### config.mk
export PLATFORM = sky130hd
export DESIGN_NAME = pwm_tick_gen
export DESIGN_NICKNAME = d
export VERILOG_FILES = /design/src/rtl/tickgen_pkg.sv /design/src/rtl/tickgen_ctrl.sv /design/src/rtl/tickgen_dp.sv /design/src/rtl/pwm_tick_gen.sv
export SDC_FILE = /design/constraint.sdc
export NUM_CORES = 1
export LEC_CHECK = 0
export BUFFER_PORTS_ARGS = -buffer_cell sky130_fd_sc_hd__buf_2
export CAP_MARGIN = 20
export CORE_MARGIN = 1.5
export CORE_UTILIZATION = 40
export CTS_CLUSTER_SIZE = 8
export DETAILED_ROUTE_END_ITERATION = 8
export GPL_TIMING_DRIVEN = 0
export HOLD_SLACK_MARGIN = 0.03
export PLACE_DENSITY = 0.6
export SLEW_MARGIN = 10
export SYNTH_ARGS = -nofsm -noshare
export SYNTH_HDL_FRONTEND = slang
export SYNTH_SLANG_ARGS = --single-unit
### constraint.sdc
create_clock -name clk -period 3.58 [get_ports clk]
set_clock_uncertainty 0.2 [all_clocks]
set_input_delay 0.179 -clock clk [delete_from_list [all_inputs] [get_ports clk]]
set_output_delay 0.179 -clock clk [all_outputs]
set_load 0.02 [all_outputs]
### src/rtl/tickgen_pkg.sv
package tickgen_pkg;
  localparam int NUM_CH   = 5;
  localparam int NUM_GRP  = 2;
  localparam int GRP0_CH  = 2;   // channels below this index use group A
  localparam int PRE_W    = 8;
  localparam int MUX_W    = 4;
  localparam int DATA_W   = NUM_CH * MUX_W;
  localparam int MAX_LOG2 = 4;   // largest divider is 2**MAX_LOG2
  localparam int LOG_W    = $clog2(MAX_LOG2 + 1);
  localparam int SYNC_W   = 3;   // two sync flops plus one edge history flop

  // strobes from the control to the datapath
  typedef struct packed {
    logic [NUM_GRP-1:0] grpRestart;
    logic [NUM_CH-1:0]  chRestart;
  } strobe_t;
endpackage

### src/rtl/tickgen_ctrl.sv
module tickgen_ctrl
  import tickgen_pkg::*;
#(
  parameter int          DIV_BASE = 1,
  parameter logic [15:0] EXT_MASK = 16'h0010
) (
  input  logic                            clk,
  input  logic                            rstN,
  input  logic                            cfgWe,
  input  logic                            cfgAddr,
  input  logic [DATA_W-1:0]               cfgWdata,
  output logic [NUM_GRP-1:0][PRE_W-1:0]   preVal,
  output logic [NUM_CH-1:0]               extSel,
  output logic [NUM_CH-1:0][LOG_W-1:0]    divLog,
  output strobe_t                         strb
);
  logic [NUM_GRP-1:0][PRE_W-1:0] preReg;
  logic [NUM_CH-1:0][MUX_W-1:0]  selReg;
  logic                          wrPre;
  logic                          wrSel;

  assign wrPre = cfgWe && !cfgAddr;
  assign wrSel = cfgWe && cfgAddr;

  // a group restarts only when its prescale value really changes
  always_comb begin
    for (int g = 0; g < NUM_GRP; g++) begin
      strb.grpRestart[g] = wrPre && (cfgWdata[g*PRE_W +: PRE_W] != preReg[g]);
    end
    for (int c = 0; c < NUM_CH; c++) begin
      strb.chRestart[c] = wrSel && (cfgWdata[c*MUX_W +: MUX_W] != selReg[c]);
    end
  end

  always_ff @(posedge clk or negedge rstN) begin
    if (!rstN) begin
      preReg <= '0;
      selReg <= '0;
    end else begin
      if (wrPre) begin
        for (int g = 0; g < NUM_GRP; g++) preReg[g] <= cfgWdata[g*PRE_W +: PRE_W];
      end
      if (wrSel) begin
        for (int c = 0; c < NUM_CH; c++) selReg[c] <= cfgWdata[c*MUX_W +: MUX_W];
      end
    end
  end

  assign preVal = preReg;

  // select decode: external code, else log2 divider clamped to the largest
  always_comb begin
    for (int c = 0; c < NUM_CH; c++) begin
      int effLog;
      effLog    = int'(selReg[c]) + DIV_BASE;
      extSel[c] = EXT_MASK[selReg[c]];
      if (effLog > MAX_LOG2) divLog[c] = LOG_W'(MAX_LOG2);
      else                   divLog[c] = LOG_W'(effLog);
    end
  end
endmodule

### src/rtl/tickgen_dp.sv
module tickgen_dp
  import tickgen_pkg::*;
(
  input  logic                            clk,
  input  logic                            rstN,
  input  logic [NUM_GRP-1:0][PRE_W-1:0]   preVal,
  input  logic [NUM_CH-1:0]               extSel,
  input  logic [NUM_CH-1:0][LOG_W-1:0]    divLog,
  input  strobe_t                         strb,
  input  logic [NUM_GRP-1:0]              extClk,
  output logic [NUM_GRP-1:0][PRE_W-1:0]   preCnt,
  output logic [NUM_GRP-1:0]              preTick,
  output logic [NUM_CH-1:0]               tick
);
  localparam logic [MAX_LOG2-1:0] ONE = MAX_LOG2'(1);

  logic [NUM_GRP-1:0] extPulse;

  for (genvar g = 0; g < NUM_GRP; g++) begin : gGrp
    logic [SYNC_W-1:0] syncSh;

    always_ff @(posedge clk or negedge rstN) begin
      if (!rstN)                   preCnt[g] <= '0;
      else if (strb.grpRestart[g]) preCnt[g] <= '0;
      else if (preTick[g])         preCnt[g] <= '0;
      else                         preCnt[g] <= preCnt[g] + 1'b1;
    end

    assign preTick[g] = (preCnt[g] == preVal[g]);

    always_ff @(posedge clk or negedge rstN) begin
      if (!rstN) syncSh <= '0;
      else       syncSh <= {syncSh[SYNC_W-2:0], extClk[g]};
    end

    assign extPulse[g] = syncSh[SYNC_W-2] && !syncSh[SYNC_W-1];
  end

  for (genvar c = 0; c < NUM_CH; c++) begin : gCh
    localparam int G = (c < GRP0_CH) ? 0 : 1;
    logic [MAX_LOG2-1:0] divCnt;
    logic [MAX_LOG2-1:0] divMask;
    logic                divHit;

    always_ff @(posedge clk or negedge rstN) begin
      if (!rstN)                                      divCnt <= '0;
      else if (strb.grpRestart[G] || strb.chRestart[c]) divCnt <= '0;
      else if (preTick[G])                            divCnt <= divCnt + 1'b1;
    end

    assign divMask = (ONE << divLog[c]) - ONE;
    assign divHit  = preTick[G] && ((divCnt & divMask) == divMask);

    always_ff @(posedge clk or negedge rstN) begin
      if (!rstN) tick[c] <= 1'b0;
      else       tick[c] <= extSel[c] ? extPulse[G] : divHit;
    end
  end
endmodule

### src/rtl/pwm_tick_gen.sv
module pwm_tick_gen
  import tickgen_pkg::*;
#(
  parameter int          DIV_BASE = 1,
  parameter logic [15:0] EXT_MASK = 16'h0010
) (
  input  logic               clk,
  input  logic               rstN,
  input  logic               cfgWe,
  input  logic               cfgAddr,
  input  logic [DATA_W-1:0]  cfgWdata,
  input  logic [NUM_GRP-1:0] extClk,
  output logic [NUM_CH-1:0]  tick
);
  logic [NUM_GRP-1:0][PRE_W-1:0] preVal;
  logic [NUM_GRP-1:0][PRE_W-1:0] preCnt;
  logic [NUM_GRP-1:0]            preTick;
  logic [NUM_CH-1:0]             extSel;
  logic [NUM_CH-1:0][LOG_W-1:0]  divLog;
  strobe_t                       strb;

  tickgen_ctrl #(.DIV_BASE(DIV_BASE), .EXT_MASK(EXT_MASK)) ctrl_i (
    .clk(clk), .rstN(rstN), .cfgWe(cfgWe), .cfgAddr(cfgAddr),
    .cfgWdata(cfgWdata), .preVal(preVal), .extSel(extSel),
    .divLog(divLog), .strb(strb)
  );

  tickgen_dp dp_i (
    .clk(clk), .rstN(rstN), .preVal(preVal), .extSel(extSel),
    .divLog(divLog), .strb(strb), .extClk(extClk), .preCnt(preCnt),
    .preTick(preTick), .tick(tick)
  );
endmodule

==> summary by stage, run 1 <==
STA
Summed over all failing endpoints, the final setup total negative slack is 0 ns. At the pin with the least slew margin, the transition time is roughly 0.74 ns. The final clock period utilization by the worst path is between 70% and 80%. The final count of hold timing violations is 0. In this run the tightest slew margin relative to its limit is between 40% and 50%. The number of endpoints failing setup at the final stage is 0. The minimum clock period is 2.81 ns. The final count of pins violating max slew came to 0. Setup repair after global routing left no endpoint under its margin. For this run, the top clock speed supported by timing is between 300 and 400 MHz.

Logic synthesis
After synthesis, the cell types taking the most area are sky130_fd_sc_hd__dfrtp_1 44%, sky130_fd_sc_hd__xnor2_1 9.2%, sky130_fd_sc_hd__mux2_2 8.5%. Of all flip-flops after synthesis, the portion carrying an async set or reset was 100%. The mapped cell area is 0.00477 sq mm. Synthesis instantiated 47 different standard cells from the library.

The number of enable-type register cells in the synthesized netlist is 0. The post-synthesis average cell area is ~11 sq um. The top cell type's share of synthesized area is between 40% and 50%.

Synthesis inferred between 80 and 90 register bits. The largest area contributor in the netlist is sky130_fd_sc_hd__dfrtp_1. The Yosys warning count is 0. Sequential elements use roughly 44% of the synthesized area. In the synthesized netlist, the number of instances is between 400 and 500.

For this run, the leading register cell type out of synthesis is sky130_fd_sc_hd__dfrtp_1. The number of nets handed over by synthesis was ~500.

Global route
The number of antenna violations at the first check in global routing was 0. The maximum number of pins on one net before global-route repair is 47. For this run, the total global-route usage over all layers was measured as around 17%. The first global-routing pass estimated 16,500 um of wire.

The total congestion overflow after global routing is 0. The number of global-route vias before repair came to roughly 3,600.

Worst setup path
The highest fanout seen on the critical path is 8. STA puts the critical path data arrival time at roughly 2.9 ns. STA classifies the critical path endpoint as a flop. The worst reg2reg path startpoint is ctrl_i.selReg[0].

The type of the setup path with the least slack is flop to flop. The launching instance or port of the critical path is ctrl_i.selReg[0]. The required time reported for the critical path endpoint is 3.65 ns. The kind of start point of the critical path is a flop.

Clock tree
The TritonCTS clock tree is done. Clock-pin slew was measured on the worst setup and hold paths at roughly 0.060 ns. Counting along the longest clock path gives a buffer depth of 2.

Buffers inserted to repair hold after CTS numbered 23. The total CTS buffers is 9. Clock latency on the worst-skew pair, taken at its later pin, is ~0.34 ns. The post-CTS setup repair buffer count is 0. The clock drives 83 sinks.

The tree is rooted in a sky130_fd_sc_hd__clkbuf_16. The clock tree synthesis step divided the H-tree into 3 levels. The quantity of gates resized following cts is 0.

Floorplanning
The die is ~110 um tall. The overall die width is 112 um. The die covers 0.0126 sq mm. Pin placement for this block handled 31 I/O pins. The site row count is 39.

Once the floorplan was initialized, standard cells occupied about two fifths of the core. In this run the standard cell core region covers around 0.012 sq mm.

Placed design
At the end of routability-driven placement, the weighted congestion stood at ~0.79. The wire-length estimate of the detail-placed layout is 7160 um. Once placement finished, the instance area stood at roughly 0.0051 sq mm. The number of buffers added on ports is 30.

Cells and area
The number of antenna diodes in the final layout is 0. Cells fill between 40% and 50% of the core in the end. For this run, the post-layout net count is around 570. The number of fillers in the final layout is between 1,000 and 1,500.

Relative to the synthesized area, the layout overhead comes to 19.3%. In the final layout, the share of cells above drive strength 1 is 19.5%. The final non-filler cell area is roughly 0.0057 sq mm.

Route
The total wirelength of the detailed-routed design is 9760 um. The wire length per cell after detailed routing is about 15 um. The first detailed-routing pass ran for 6 iterations. The iteration-0 DRC count of the detailed router is around 140.

The via count is between 3,000 and 4,000. The antenna violation net count after detailed routing is 0. After detailed routing, the number of remaining DRC violations is 4. The via count normalized by instance count is 5.16.

Run
The number of maximum-capacitance violations is 0.

Run status
The checks that failed: DRC. The flow ran to the end, but the final reports show violations.

Power
Summing internal, switching and leakage power gives 2.82 mW. Summed over all cells, the static leakage comes to 2.44 nW. The cell area power density is approximately 500 mW/mm^2.

Across the VDD grid, the largest voltage drop is just over 0.3 mV.

Worst hold path
The tightest min-delay check is of the flop to flop type. In this run the most critical hold path is launched from dp_i.gGrp[1].syncSh[0].
==> area by class of cell <==
cell class | instances | area, sq um | share of cell area [%]
plain buffers | 7 | 43.8 | 0.770
flip-flops and latches | 83 | 2080 | 36.5
multi-input cells | 350 | 2600 | 45.7
clock inverters | 4 | 72.6 | 1.28
clock buffers | 12 | 256 | 4.51
repair buffers | 54 | 410 | 7.22
inverters | 13 | 48.8 | 0.858
well taps | 143 | 179 | 3.15
==> cell usage in the layout (no fill, tap or decap), drive strengths merged, types with 4 or more instances in the layout <==
master and count:
a21oi 11, xor2 35, nor3 6, clkbuf 13, nand2 23, o21ai 13, nor4 5, a31oi 5
mux2 36, dlygate4sd3 23, nand3b 13, and3 4, or2 5, ha 23, nand4 9, inv 13
nand3 24, buf 37, xnor2 50, and4 4, dfrtp 83, and2 5, o2111ai 4, nor2 51
==> synth_stat cells, types with 8 or more instances <==
master / number
sky130_fd_sc_hd__inv_1: 13
sky130_fd_sc_hd__xnor2_1: 50
sky130_fd_sc_hd__a21oi_1: 11
sky130_fd_sc_hd__nand4_1: 8
sky130_fd_sc_hd__o21ai_0: 10
sky130_fd_sc_hd__dfrtp_1: 83
sky130_fd_sc_hd__nand2_1: 22
sky130_fd_sc_hd__xor2_1: 35
sky130_fd_sc_hd__ha_1: 23
sky130_fd_sc_hd__nand3_1: 24
sky130_fd_sc_hd__nor2_1: 50
sky130_fd_sc_hd__nand3b_1: 13
sky130_fd_sc_hd__mux2_2: 36
==> kinds of logic after synthesis <==
kind of cell	Yosys count	share of synthesized area, %
xor gates and xnor gates	85	15.6
and+or+nand+nor	157	17.1
adders and majority gates	23	6.04
buffers and inverters	20	1.94
muxes	38	8.93
DFF	83	43.6
AOI/OAI and AO/OA	47	6.83
==> through the flow <==
stage	instances	setup slack [ns]	hold WS, ns
finish	666	0.771	0.146
global route	666	0.590	0.153
CTS	666	0.780	0.148
detailed placement	627	0.794	-0.000912
global placement	626	0.883	0.0892
floorplan	453	1.00	-0.317
==> worst paths after layout <==
path / slack [ns] / to / cells past startpoint
max in group asynchronous: 2.42 / dp_i.preCnt[12] / 3
worst min-delay path: 0.15 / dp_i.gGrp[1].syncSh[1] / 0
min in group asynchronous: 0.16 / ctrl_i.selReg[2] / 2
worst min register to register: 0.15 / dp_i.gGrp[1].syncSh[1] / 0
worst max register to register: 0.77 / dp_i.tick[0] / 9
worst max-delay path: 0.77 / dp_i.tick[0] / 9
==> sequential cells by signal (all words and copies together) (netlist names) <==
name and cells:
ctrl_i.preVal 16, dp_i.gGrp.syncSh 6, dp_i.gCh.divCnt 20, dp_i.preCnt 16
ctrl_i.selReg 20, dp_i.tick 5
==> metal layers <==
layer  wire (um)  vias up  track usage (%)
met1        4410     1668             19.6
met4         188        0             5.23
li1            -     1708                -
met2        4870       44             29.6
met3         292       15             4.64
met5           0        -                0
==> worst max-delay path, cell delays in order (launching register included) <==
cell and delay [ns]:
sky130_fd_sc_hd__dfrtp_1 0.47, sky130_fd_sc_hd__ha_1 0.30, sky130_fd_sc_hd__or2_1 0.24, sky130_fd_sc_hd__o21ai_2 0.08
sky130_fd_sc_hd__nand2b_1 0.12, sky130_fd_sc_hd__or3_2 0.46, sky130_fd_sc_hd__ha_1 0.28, sky130_fd_sc_hd__o21ai_0 0.10
sky130_fd_sc_hd__a2111oi_2 0.31, sky130_fd_sc_hd__a2bb2oi_1 0.17
==> power breakdown <==
group | switching [mW] | internal, mW | leakage (nW)
sequential | 0.142 | 1.04 | 1.06
clock | 0.371 | 0.648 | 0.159
combinational | 0.308 | 0.306 | 1.23
No activity file was read; power rests on OpenSTA's default activity.
==> inputs of run 2 (changes only) <==
- ABC_AREA: default -> 1
- PLACE_DENSITY: 0.6 -> 0.61
- clock period: 3.58 -> 2.4 ns (I/O delays scaled with it)
==> run 2 against run 1 <==
Compared with the run above: the flow now finishes without violations; combinational power rose by 76%; worst hold slack worse by 0.11 ns; cell count rose by 42%; highest routed layer unchanged; clock power rose by 49%.
==> summary by stage, run 2 <==
Run status
The flow ran to the end, and the final reports show no timing, DRC or antenna violations.

STA
The minimum clock period is 2.27 ns (-0.539 ns). The max-slew headroom at the worst pin was 65.0% (+15 points). The worst hold margin is 0.0338 ns (-0.113 ns).

The final clock period utilization by the worst path is 94.6% (+16 points). The highest clock frequency the design can meet is 441 MHz (+24%). The worst setup margin was 0.130 ns (-0.641 ns). The number of endpoints failing setup at the final stage is 0 (unchanged).

The final count of pins violating max slew is 0 (unchanged). The actual transition at the worst max-transition pin is 0.524 ns (-0.219 ns). The final count of hold timing violations is 0 (unchanged). Setup repair after global routing could not meet its margin everywhere.

Route
The wire length per cell after detailed routing is 12.7 um (-14%). The via count was 4,510 (+31%). The iteration-0 DRC count of the detailed router is 250 (+77%). The number of search-and-repair iterations in the first detailed-routing pass was 4 (-2). The total wirelength of the detailed-routed design is 12,000 um (+22%).

The antenna violation net count after detailed routing is 0 (unchanged). The number of DRC violations after detailed routing was 0 (-4). The via count normalized by instance count is 4.78 (-7.3%).

Clock tree
In this run the clock root is driven by a sky130_fd_sc_hd__clkbuf_16. The clock transition at the registers of the reported paths was 0.07 ns (about the same). The number of H-tree levels is 3 (unchanged). The source-to-sink clock delay at the later pin of the worst-skew pair was 0.34 ns (about the same).

The total CTS buffers was 9 (unchanged). TritonCTS built the clock tree. The number of sinks on the clock net is 83 (unchanged). The number of buffers on the longest clock path is 2 (unchanged).

Worst setup path
The cell with the largest stage delay on the worst path is sky130_fd_sc_hd__dfrtp_2. The worst setup path is captured at a flop. The highest fanout seen on the critical path came to 5 (-3). The data arrival time of the critical path came to 2.36 ns (-0.52 ns).

The delay of the slowest cell on the worst path is 0.44 ns (-0.03 ns). The required time reported for the critical path endpoint is 2.49 ns (-1.16 ns). Walking the worst path, the cells encountered are ha_1, inv_1, nand2_1, nand2_1, nor2_1, nor2_1, nand3_1, ha_1, nor2_1, nor2_1, nand3_1, nor2_1, nand3_1, nand2_1. The most repeated library cell on the critical path is sky130_fd_sc_hd__nor2_1.

STA classifies the critical path startpoint as a flop. The critical path is of the flop to flop type.

Logic synthesis
The library cell with the highest instance count after synthesis is sky130_fd_sc_hd__nand2_1. By area the synthesized netlist is led by sky130_fd_sc_hd__dfrtp_1 40%, sky130_fd_sc_hd__nand2_1 14%, sky130_fd_sc_hd__xnor2_1 7.4%. The post-synthesis average cell area is 7.59 sq um (-28%). The Yosys warning count is 0 (unchanged). The number of enable-type register cells in the synthesized netlist is 0 (unchanged). The net count after synthesis was 735 (+46%). The sequential-to-total area share from yosys stat is 40.1% (-3.5 points). The mapped cell area is 0.00518 sq mm (+8.7%). The async set-or-reset flop fraction in the synthesized netlist is 100% (unchanged). Summed over all instances, the cell type with the most area after synthesis is sky130_fd_sc_hd__dfrtp_1. The count of cell types in the netlist is 29 (-38%). The top cell type's share of synthesized area was 40.1% (-3.5 points).

The primary flip-flop cell chosen by synthesis mapping is sky130_fd_sc_hd__dfrtp_1. The post-synthesis cell count was 683 (+51%). The number of storage elements in the synthesis netlist is 83 (unchanged). Counting instances in the post-synthesis netlist gives the leading cell types as 191 x sky130_fd_sc_hd__nand2_1, 90 x sky130_fd_sc_hd__inv_1, 83 x sky130_fd_sc_hd__dfrtp_1.

Floorplanning
The chip height came to 117 um (+4.2%). The overall die width is 117 um (+4.2%). The boundary pin count is 31 (unchanged).

The site row count is 41 (+5.1%). The initial core utilization was 41.1% (-0.32 points). The area of the die is 0.0136 sq mm (+8.5%).

The core outline area came to 0.0126 sq mm (+9.6%).

Global route
The aggregate global-route resource usage is 18.9% (+2.3 points). The number of global-route vias before repair was 4,328 (+22%). The number of antenna violations at the first check in global routing is 1 (+1). The maximum number of pins on one net before global-route repair is 57 (+21%). The global-route wire length before repair came to 20,100 um (+22%). The total congestion overflow after global routing is 0 (unchanged).

Placed design
The final RePlAce weighted congestion is 0.857 (+8.3%). The number of buffers added on ports is 30 (unchanged). The worst setup slack after placement was 0.0698 ns (-0.724 ns). The half-perimeter wire length after placement was 8450 um (+18%).

The cell total after placement is 886 (+41%).

Cells and area
The fraction of layout instances using a drive strength above 1 was 13.8% (-5.7 points). The library cell used most frequently in the layout, excluding fill and tap cells, is sky130_fd_sc_hd__nand2_1. The top cell types in the final layout, fill and taps aside, are 190 x sky130_fd_sc_hd__nand2_1, 90 x sky130_fd_sc_hd__inv_1, 76 x sky130_fd_sc_hd__dfrtp_1.

The layout net count came to 817 (+44%). The number of non-filler instances in the completed layout came to 943 (+42%). The largest registers in the layout are ctrl_i.selReg: 20 flops, dp_i.gCh.divCnt: 20 flops. The area growth from synthesis to layout is 22.1%.

The area of the multi-input gates is 0.00270 sq mm (+3.8%). The utilization after layout is 50.1% (+0.78 points). The area used by sequential logic in the layout is 0.00209 sq mm (+0.42%).

The number of fillers in the final layout is 1,242 (+19%).

Power
The peak supply drop came to 0.349 mV (+15%). The leakage component of the power was 3.15 nW (+29%). The overall power of the completed layout is 4.32 mW (+54%). The cell area power density is 683 mW/mm^2 (+38%).

Worst hold path
The worst hold path belongs to the class input port to async pin.

Run
The number of maximum-capacitance violations is 0 (unchanged).
==> run 2: cell count changes in the layout (fill, tap and decap cells not counted), moves of 8 or more <==
cell,previous run,this run
sky130_fd_sc_hd__o21ai_0,10,40
sky130_fd_sc_hd__xor2_1,35,11
sky130_fd_sc_hd__nand4_1,8,41
sky130_fd_sc_hd__nand3_1,24,43
sky130_fd_sc_hd__nand2_1,22,190
sky130_fd_sc_hd__mux2_2,36,0
sky130_fd_sc_hd__inv_1,13,90
sky130_fd_sc_hd__nor2_2,0,8
sky130_fd_sc_hd__nor2_1,50,60
sky130_fd_sc_hd__nand3b_1,13,2
sky130_fd_sc_hd__buf_4,1,14
==> run 2: per-stage QoR <==
| stage | TNS, ns | cell area [sq um] |
|---|---|---|
| final | 0 | 6330 |
| after global routing | -0.0744 | 6330 |
| after CTS | 0 | 6180 |
| after detailed placement | 0 | 5580 |
| after global placement | 0 | 5550 |
| after floorplan | 0 | 5180 |
==> run 2: final cells by class <==
type,count,area share [%]
Antenna cell,1,0.0395
Clock buffer,9,3.56
Tap cell,172,3.40
Buffer,14,1.54
Sequential cell,83,33.0
Multi-Input combinational cell,492,42.6
Inverter,94,5.62
Timing Repair Buffer,71,8.70
Clock inverter,7,1.58
==> run 2: metal layers <==
layer / up-vias / global-route usage [%] / wire, um
met2: 52 / 31.0 / 5630
met5: - / 0 / 0
met1: 2103 / 25.4 / 5790
li1: 2337 / - / -
met3: 18 / 3.55 / 290
met4: 0 / 6.35 / 244
==> run 2: cells by family after synthesis <==
| kind of cell | Yosys count | share of synthesized area, % |
|---|---|---|
| and+or+nand+nor | 361 | 30.7 |
| buffers and inverters | 108 | 8.64 |
| DFF | 83 | 40.1 |
| xor gates and xnor gates | 55 | 9.29 |
| AOI/OAI and AO/OA | 50 | 4.97 |
| adders and majority gates | 26 | 6.28 |
==> run 2: repair_timing <==
action                                  CTS  global route
endpoints found under the setup margin    0             5
endpoints found under the hold margin   121             0
setup buffers                             0            12
resized for setup                         0            20
hold buffers                             28             0
==> run 2: path summary, 6_finish.rpt <==
kind                                         from                     end  slack, ns  depth (start not counted)
min reg2reg                dp_i.gGrp[1].syncSh[0]  dp_i.gGrp[1].syncSh[1]       0.15                          0
max                             ctrl_i.selReg[13]            dp_i.tick[3]       0.13                         14
max reg2reg                     ctrl_i.selReg[13]            dp_i.tick[3]       0.13                         14
min                                          rstN          dp_i.preCnt[6]       0.03                          2
max in group asynchronous                    rstN       ctrl_i.selReg[13]       1.35                          3
min in group clk           dp_i.gGrp[1].syncSh[0]  dp_i.gGrp[1].syncSh[1]       0.15                          0
==> run 2: power breakdown <==
| group | switching, mW | internal, mW |
|---|---|---|
| sequential | 0.176 | 1.55 |
| clock | 0.605 | 0.917 |
| combinational | 0.605 | 0.473 |
| total | 1.39 | 2.94 |
==> run 2: critical path, delay by kind of cell, from the launching register on <==
family                     cells  cell delay, ns
and+or+nand+nor               11            1.00
adders and majority gates      2            0.50
buffers and inverters          1            0.07
DFF                            1            0.44
